[src/rtl/trap_pkg.sv]
package trap_pkg;
  localparam int unsigned ST_FO_BIT  = 15;
  localparam int unsigned ST_EPH_BIT = 14;
  localparam int unsigned ST_DSX_BIT = 13;

  localparam logic [3:0] EXC_RESET   = 4'h1;
  localparam logic [3:0] EXC_BUSERR  = 4'h2;
  localparam logic [3:0] EXC_ALIGN   = 4'h6;
  localparam logic [3:0] EXC_ILLEGAL = 4'h7;
  localparam logic [3:0] EXC_RANGE   = 4'hB;
  localparam logic [3:0] EXC_SYSCALL = 4'hC;
  localparam logic [3:0] EXC_TRAP    = 4'hE;

  typedef enum logic [1:0] {
    CLS_NONE  = 2'd0,
    CLS_RESET = 2'd1,
    CLS_AFTER = 2'd2,
    CLS_AT    = 2'd3
  } exc_class_e;

  function automatic exc_class_e classify(input logic [3:0] code);
    case (code)
      EXC_RESET:   return CLS_RESET;
      EXC_SYSCALL: return CLS_AFTER;
      EXC_BUSERR, EXC_ALIGN, EXC_ILLEGAL, EXC_RANGE, EXC_TRAP: return CLS_AT;
      default:     return CLS_NONE;
    endcase
  endfunction
endpackage

[src/rtl/dslot_track.sv]
module dslot_track (
  input  logic clk,
  input  logic rst,
  input  logic retire_step,
  input  logic retire_cti,
  input  logic retire_no_ds,
  input  logic no_dslot_cfg,
  input  logic exc_step,
  input  logic rfe_step,
  output logic in_q,
  output logic pend_q,
  output logic bad_slot
);
  always_ff @(posedge clk) begin
    if (rst) begin
      in_q   <= 1'b0;
      pend_q <= 1'b0;
    end else if (exc_step) begin
      in_q   <= pend_q;
      pend_q <= 1'b0;
    end else if (rfe_step) begin
      in_q   <= 1'b0;
      pend_q <= 1'b0;
    end else if (retire_step) begin
      in_q   <= pend_q;
      pend_q <= retire_cti & ~no_dslot_cfg;
    end
  end

  assign bad_slot = retire_step & pend_q & retire_no_ds;
endmodule

[src/rtl/trap_vec.sv]
module trap_vec
  import trap_pkg::*;
#(
  parameter int unsigned AW         = 32,
  parameter int unsigned CW         = 4,
  parameter int unsigned VEC_SHIFT  = 8,
  parameter int unsigned INSN_BYTES = 4,
  parameter logic [AW-1:0] HI_BASE  = 32'hF000_0000
) (
  input  logic [CW-1:0] code,
  input  logic [AW-1:0] pc,
  input  logic          in_slot,
  input  logic          hi_vec,
  output logic          known,
  output logic          epc_load,
  output logic          is_illegal,
  output logic [AW-1:0] epc_val,
  output logic [AW-1:0] handler
);
  localparam logic [AW-1:0] STEP = AW'(INSN_BYTES);

  exc_class_e cls;

  always_comb begin
    cls        = classify(4'(code));
    known      = (cls != CLS_NONE);
    epc_load   = (cls == CLS_AFTER) || (cls == CLS_AT);
    is_illegal = (4'(code) == EXC_ILLEGAL);
    epc_val    = pc;
    if (cls == CLS_AFTER)
      epc_val = in_slot ? pc : pc + STEP;
    else if (cls == CLS_AT)
      epc_val = in_slot ? pc - STEP : pc;
    handler = (hi_vec ? HI_BASE : '0) + (AW'(code) << VEC_SHIFT);
  end
endmodule

[src/rtl/trap_seq.sv]
module trap_seq
  import trap_pkg::*;
#(
  parameter int unsigned AW         = 32,
  parameter int unsigned SW         = 16,
  parameter int unsigned CW         = 4,
  parameter int unsigned VEC_SHIFT  = 8,
  parameter int unsigned INSN_BYTES = 4,
  parameter logic [AW-1:0] HI_BASE  = 32'hF000_0000
) (
  input  logic          clk,
  input  logic          rst,
  input  logic          retire_vld,
  input  logic [AW-1:0] retire_pc,
  input  logic          retire_dly_cti,
  input  logic          retire_no_ds,
  input  logic          no_dslot_cfg,
  input  logic          exc_req,
  input  logic [CW-1:0] exc_code,
  input  logic [AW-1:0] exc_pc,
  input  logic          rfe_req,
  input  logic [SW-1:0] status_in,
  output logic [SW-1:0] esr,
  output logic [AW-1:0] epcr,
  output logic [AW-1:0] eear,
  output logic [AW-1:0] ppc,
  output logic          status_we,
  output logic [SW-1:0] status_wdata,
  output logic          in_dslot,
  output logic          redirect_vld,
  output logic [AW-1:0] redirect_pc,
  output logic          err_flag,
  output logic [AW-1:0] err_pc
);
  logic          pend_ds;
  logic          bad_slot;
  logic          known;
  logic          epc_load;
  logic          is_illegal;
  logic [AW-1:0] epc_val;
  logic [AW-1:0] handler;
  logic          take_exc;
  logic          take_rfe;
  logic          take_ret;

  assign take_exc = exc_req & known;
  assign take_rfe = rfe_req & ~exc_req;
  assign take_ret = retire_vld & ~exc_req & ~rfe_req;

  dslot_track u_track (
    .clk          (clk),
    .rst          (rst),
    .retire_step  (take_ret),
    .retire_cti   (retire_dly_cti),
    .retire_no_ds (retire_no_ds),
    .no_dslot_cfg (no_dslot_cfg),
    .exc_step     (take_exc),
    .rfe_step     (take_rfe),
    .in_q         (in_dslot),
    .pend_q       (pend_ds),
    .bad_slot     (bad_slot)
  );

  trap_vec #(
    .AW(AW), .CW(CW), .VEC_SHIFT(VEC_SHIFT),
    .INSN_BYTES(INSN_BYTES), .HI_BASE(HI_BASE)
  ) u_vec (
    .code       (exc_code),
    .pc         (exc_pc),
    .in_slot    (pend_ds),
    .hi_vec     (status_in[ST_EPH_BIT]),
    .known      (known),
    .epc_load   (epc_load),
    .is_illegal (is_illegal),
    .epc_val    (epc_val),
    .handler    (handler)
  );

  always_ff @(posedge clk) begin
    if (rst) begin
      esr          <= '0;
      epcr         <= '0;
      eear         <= '0;
      ppc          <= '0;
      status_we    <= 1'b0;
      status_wdata <= '0;
      redirect_vld <= 1'b0;
      redirect_pc  <= '0;
      err_flag     <= 1'b0;
      err_pc       <= '0;
    end else begin
      status_we    <= 1'b0;
      redirect_vld <= 1'b0;
      err_flag     <= 1'b0;
      if (exc_req) begin
        if (known) begin
          esr                       <= status_in;
          status_we                 <= 1'b1;
          status_wdata              <= status_in;
          status_wdata[ST_DSX_BIT]  <= pend_ds;
          redirect_vld              <= 1'b1;
          redirect_pc               <= handler;
          if (epc_load) epcr <= epc_val;
          if (is_illegal) eear <= exc_pc;
        end else begin
          err_flag <= 1'b1;
          err_pc   <= exc_pc;
        end
      end else if (rfe_req) begin
        status_we               <= 1'b1;
        status_wdata            <= esr;
        status_wdata[ST_FO_BIT] <= 1'b1;
        redirect_vld            <= 1'b1;
        redirect_pc             <= epcr;
      end else if (retire_vld) begin
        ppc <= retire_pc;
        if (bad_slot) begin
          err_flag <= 1'b1;
          err_pc   <= retire_pc;
        end
      end
    end
  end
endmodule

[config.mk]
export PLATFORM = sky130hd
export DESIGN_NAME = trap_seq
export DESIGN_NICKNAME = d
export VERILOG_FILES = /design/src/rtl/trap_pkg.sv /design/src/rtl/dslot_track.sv /design/src/rtl/trap_vec.sv /design/src/rtl/trap_seq.sv
export SDC_FILE = /design/constraint.sdc
export NUM_CORES = 1
export LEC_CHECK = 0
export BUFFER_PORTS_ARGS = -buffer_cell sky130_fd_sc_hd__buf_2
export CAP_MARGIN = 30
export CORE_MARGIN = 3
export CORE_UTILIZATION = 35
export DETAILED_ROUTE_END_ITERATION = 8
export PLACE_DENSITY_LB_ADDON = 0.08
export SYNTH_ARGS = -nofsm -noshare
export SYNTH_HDL_FRONTEND = slang
export SYNTH_SLANG_ARGS = --single-unit
[constraint.sdc]
create_clock -name clk -period 2.43 [get_ports clk]
set_clock_uncertainty 0.15 [all_clocks]
set_input_delay 0 -clock clk [delete_from_list [all_inputs] [get_ports clk]]
set_output_delay 0 -clock clk [all_outputs]
set_load 0.005 [all_outputs]
## Yosys cells after proc, flatten, opt, wreduce, memory -nomap -nowiden

Cells that the tools add are included.
Widths: inputs -> output; s select.

| word-level totals | value |
|---|---|
| register bits | 196 |
| bits of input ports | 92 |

| operators by class | value |
|---|---|
| $add $sub $neg | 3 |
| equality and inequality tests | 12 |
| mux-type cells | 28 |
| bitwise gates (word level) | 10 |
| reduce and logical (&&, ||, !) cells | 14 |

Operators with widths:

| kind | count |
|---|---|
| $mux 32 | 13 |
| $mux 16 | 3 |
| $add 32x12->32 | 1 |
| $add 32x3->32 const B | 1 |
| $sub 32x3->32 const B | 1 |
| $eq 4x4->1 const B | 3 |
| $mux 1 | 11 |
| $reduce_and 3->1 | 3 |
| $eq 4x3->1 const B | 2 |
| $reduce_bool 2->1 | 4 |
| $and 1x1->1 | 7 |
| $pmux 2 s3 | 1 |
| $reduce_or 5->1 | 1 |
| $eq 2x2->1 const B | 2 |
| $eq 4x1->1 const B | 1 |
| $eq 4x2->1 const B | 1 |
| $ne 2x2->1 const B | 2 |
| $reduce_and 2->1 | 2 |
| $reduce_and 4->1 | 1 |
| $not 1->1 | 3 |
| $reduce_bool 3->1 | 1 |
| $reduce_or 3->1 | 1 |
| $ne 2x1->1 const B | 1 |
| $logic_or 1x1->1 | 1 |

## Longest topological paths before layout

| depth | value |
|---|---|
| word-level depth | 9 |
| gate-level depth with buffers | 9 |

## Modules after synthesis

A second synthesis with hierarchy kept.

| unflattened totals | value |
|---|---|
| cell total of the unflattened synthesis | 1116 |
| area, all modules | 9332.7 µm² |

Modules (own cells, without submodules):

| module | instances | cells each | area an instance (µm²) | sequential area each (µm²) |
|---|---|---|---|---|
| trap_seq | 1 | 862 | 7616.1 | 3883.7 |
| trap_vec | 1 | 242 | 1615.3 | 0.0 |
| dslot_track | 1 | 12 | 101.3 | 40.0 |

## Worst setup path after synthesis

OpenSTA, ideal clock, no wires.

| timing path | value |
|---|---|
| path type | input -> register |
| start point | in exc_pc[2] |
| end point | reg epcr[28] |
| library setup time | 0.086 ns |
| arrival | 2.003 ns |
| required time | 2.194 ns |
| path slack | 0.191 ns |
| cell stages on the path | 9 |
| buffers on the path | 1 |
| cells stage by stage | clkbuf_1 -> inv_1 -> ha_1 -> or4b_2 -> nor2_1 -> and3_1 -> o22ai_1 -> xor2_1 -> a211oi_1 |

| between the ends | value |
|---|---|
| cells in the longest elaborated chain, start to end | 4 |
| elaborated cells on any way between the ends | 6 |
| classes of those cells | add/sub: 2; mux: 4 |

Ends and longest elaborated chain:

| element | RTL line | text |
|---|---|---|
| start, declared | trap_seq.sv:20 | `input logic [AW-1:0] exc_pc,` |
| $sub 32x3->32 | trap_vec.sv:33 | `epc_val = in_slot ? pc - STEP : pc;` |
| $mux 32 | trap_vec.sv:33 |  |
| $mux 32 | trap_vec.sv:32 | `else if (cls == CLS_AT)` |
| $mux 32 (*) | trap_vec.sv:30 | `if (cls == CLS_AFTER)` |
| end signal, assigned | trap_seq.sv:103 | `if (epc_load) epcr <= epc_val;` |
| end, declared | trap_seq.sv:24 | `output logic [AW-1:0] epcr,` |

Every way passes the cells marked *; elsewhere a longest branch is shown, timed or not.
A chain may end at the register's enable or synchronous reset.

## Worst setup path in the final report

| timing path | value |
|---|---|
| start point | in exc_pc[10] |
| end point | reg epcr[27] |

Same word-level chain as after synthesis.

==> impl_metrics.csv <==
group,metric,value,unit
floorplanning,rows,56,
power,seq_power_share,46.5,%
sta,maxSlewHeadroom,41.43,%
job,maxCapViolations,0,
synth,synth_top_area_share,45.49,%
cts,clock-sinks,196,
floorplanning,start_util,36.21,%
detailed_routing,antenna_left,0,
setup_path,cp-start-kind,"primary input",
sta,finalHoldViolCount,1,
synth,synth_compound_area_share,17.04,%
cts,clock_latency,0.43,ns
synth,synthMuxAreaShare,6.049,%
cts,cts_buffers,17,
placement,place.gp.congestion,0.8784,
synth,syn_inst,1050,
synth,synthAdderAreaFrac,0.2901,%
power,leakage,5.231,nW
cells_and_area,post-route-util,50.51,%
synth,synth_cell_types,61,
cells_and_area,syn_to_final_growth,39.51,%
sta,worst_pin_slew,0.8754,ns
placement,io_buffers,287,
setup_path,cp_data_arrival_time,2.56,ns
synth,netlist_area,0.008626,mm²
sta,fmax,419.4,MHz
power,p_clk_share,38.2,%
synth,synth_top_family_by_area,"simple AND/OR/NAND/NOR gates",
floorplanning,die_y,163.0,µm
detailed_routing,drt_pass1_iterations,5,
synth,ys.flop_type,"dfxtp_1",
sta,fin_crit,2.384,ns
power,switching_power,0.002110,W
power,swShare,28.29,%
synth,avgSynthCellArea,8.215,µm²
detailed_routing,vias,8818,
detailed_routing,drc_errors,0,
power,ir_worst_vdd,0.3770,mV
grt,antenna_found_initial,0,
setup_path,r2r_setup_slack,0.21,ns
detailed_routing,drt_wl_total,31.09,mm
grt,grt_pass1_wl,47.75,mm
synth,synthXorXnorAreaFrac,2.640,%
grt,grt_max_degree,66,
worst_hold_path,hold_start,"exc_code[0]",
cts,cts_tree,"yes",
detailed_routing,post_drt_wl_per_cell,17.79,µm
setup_path,critical_path.startpoint,"exc_pc[10]",
setup_path,worst-r2r-cell-count,6,
cts,cts-root-buf,"clkbuf_16",
sta,hold_ws,-0.006059,ns
cts,cts.reportedPaths.clkPinSlew,0.07,ns
synth,ys_seq_area_share,45.49,%
cells_and_area,diodes,0,
placement,dpl_worst_slack,0.02260,ns
synth,synth_edf_count,0,
power,internal_power,0.005350,W
worst_hold_path,hold_class,"primary input to flip-flop",
floorplanning,die_area,0.02656,mm²
synth,synthTopCellsByArea,"dfxtp_1 (45%), nand2_1 (9.7%), a21oi_1 (7.7%)",
sta,setup_viol,0,
setup_path,end_kind,"flip-flop",
setup_path,critPathMaxFanout,4,
floorplanning,coreArea,0.02382,mm²
synth,yosys.area.top_type,"dfxtp_1",
synth,async_reset_ff_share,0,%
cells_and_area,nNetsFinal,1510,
cells_and_area,layout-drive-gt1-share,27.36,%
grt,grt-ovfl-total,0,
synth,synthSimpleGateAreaFrac,22.50,%
synth,yosys_warnings,0,
placement,dpl.hpwl,22.05,mm
sta,setup_ws,0.04567,ns
outcome,violations,"negative hold slack",
power,comb_power_share,15.2,%
sta,slew_viol_final,0,
detailed_routing,viasPerCell,5.045,
floorplanning,fp.dieW,163.0,µm
outcome,outcome,"finished with violations",
worst_hold_path,min_path_cells,3,
cells_and_area,fill_cells,2356,
power,power_density,619.9,mW/mm²
setup_path,path_class,"primary input to flip-flop",
setup_path,r2r_start,"u_track.pend_q",
floorplanning,io_pins,288,
cells_and_area,multi_input_area,0.004218,mm²
cells_and_area,regArea,0.003924,mm²
synth,ys_seq_elements,196,
cts,cts_max_level,4,
grt,grt_pass1_vias,8334,
grt,track_usage,22.65,%
setup_path,cp.required,2.61,ns
sta,rsz0062_at_grt,"yes",
cts,cts_buffer_depth,2,
detailed_routing,drt_iter0_drc,661,
synth,syn_nets,1144,
sta,timing.final.crit_share,98.12,%
[stage by stage]
stage                     cells  area (µm²)  power (W)   TNS, ns
after detailed placement   1617       10440   0.004562         0
after floorplan            1050        8626   0.004083         0
after global routing       1748       12030   0.007781  -0.09827
after global placement     1617       10440   0.004554         0
final                      1748       12030   0.007460         0
after CTS                  1748       12020   0.007529         0
[power by group through the flow]
stage	clock network [W]	logic [W]	registers, W
6_report	0.00285	0.00114	0.00347
5_1_grt	0.00303	0.00126	0.00349
4_1_cts	0.00292	0.00114	0.00347
3_5_place_dp	0	0.00102	0.00355
3_3_place_gp	0	0.00101	0.00354
2_1_floorplan	0	0.000536	0.00355
[flip-flops by register name, indices dropped and copies added, names as in the netlist]
| name | flops |
|---|---|
| u_track.in_q | 1 |
| redirect_vld | 1 |
| status_wdata | 16 |
| err_flag | 1 |
| err_pc | 32 |
| u_track.pend_q | 1 |
| redirect_pc | 32 |
| eear | 32 |
| esr | 16 |
| ppc | 32 |
| epcr | 32 |
[Yosys cell counts (2+ instances only)]
cell type    n
a211oi_1    59
a21o_1       3
a21oi_1    132
a22o_1      10
a31oi_1      2
a32oi_1      3
and2_1       3
and3_1       5
buf_2        2
buf_6        4
clkbuf_1    77
clkbuf_8     6
dfxtp_1    196
ha_1         2
inv_1        9
mux2i_1     51
nand2_1    223
nand2b_1     3
nand3_1     38
nand3b_1     8
nand4_1     15
nor2_1      82
nor2b_1      3
nor3_1      15
nor3b_1      3
nor4_1       8
nor4_2       2
o21ai_0     11
o21ai_1      2
o22ai_1      4
o31ai_1      4
or2_2        2
or3_1        8
or4_1        3
or4_4        2
xnor2_1     19
xor2_1       7
[per-layer routing]
metal	vias to the layer above	global-route usage, %	routed length, µm
li1	4378	-	-
met1	4126	32.49	14860
met2	290	34.58	13800
met3	24	5.290	2045
met4	0	5.267	376
met5	-	0	0
[layout by cell type (no fill, tap or decap), drive strengths merged, types with 5 or more instances in the layout]
master       synthesis  layout
dlygate4sd3          0      99
clkbuf              83      21
or4                  5       5
dfxtp              196     196
or3                 10      10
a211oi              60      60
nand3b               8       8
mux2i               51      51
nor3                15      15
o21ai               13      13
nor4                10      10
xor2                 7       7
inv                  9      16
nand2              223     223
buf                  9     341
xnor2               19      19
a22o                10      10
nand3               38      38
nor2                82      82
and3                 5       5
a21oi              132     132
nand4               15      15
[what timing repair did]
action,CTS,global route
setup buffers,0,0
endpoints found under the hold margin,189,0
endpoints found under the setup margin,0,14
hold buffers,99,0
resized for setup,0,3
[logic make-up after synthesis]
group | Yosys count
muxes | 52
buffers and inverters | 103
xor gates and xnor gates | 26
AOI/OAI and AO/OA | 240
adders and majority gates | 2
DFF | 196
and+or+nand+nor | 431
[path summary, 6_finish.rpt]
path / endpoint
min: redirect_pc[8]
min reg2reg: eear[23]
max reg2reg: epcr[28]
max: epcr[27]
[critical path: stages]
cell           delay [ns]
dlygate4sd3_1        0.55
buf_2                0.13
or4_1                0.58
nor4_2               0.31
buf_4                0.17
nand4_1              0.21
o31ai_1              0.30
xor2_1               0.11
a22o_1               0.18
[layout make-up]
class | instances | area share [%]
Multi-Input combinational cell | 751 | 35.05
Clock inverter | 11 | 0.8734
Tap cell | 319 | 3.317
Timing Repair Buffer | 440 | 23.85
Sequential cell | 196 | 32.61
Clock buffer | 21 | 3.993
Inverter | 10 | 0.3119
(Power assumes the default switching activity.)
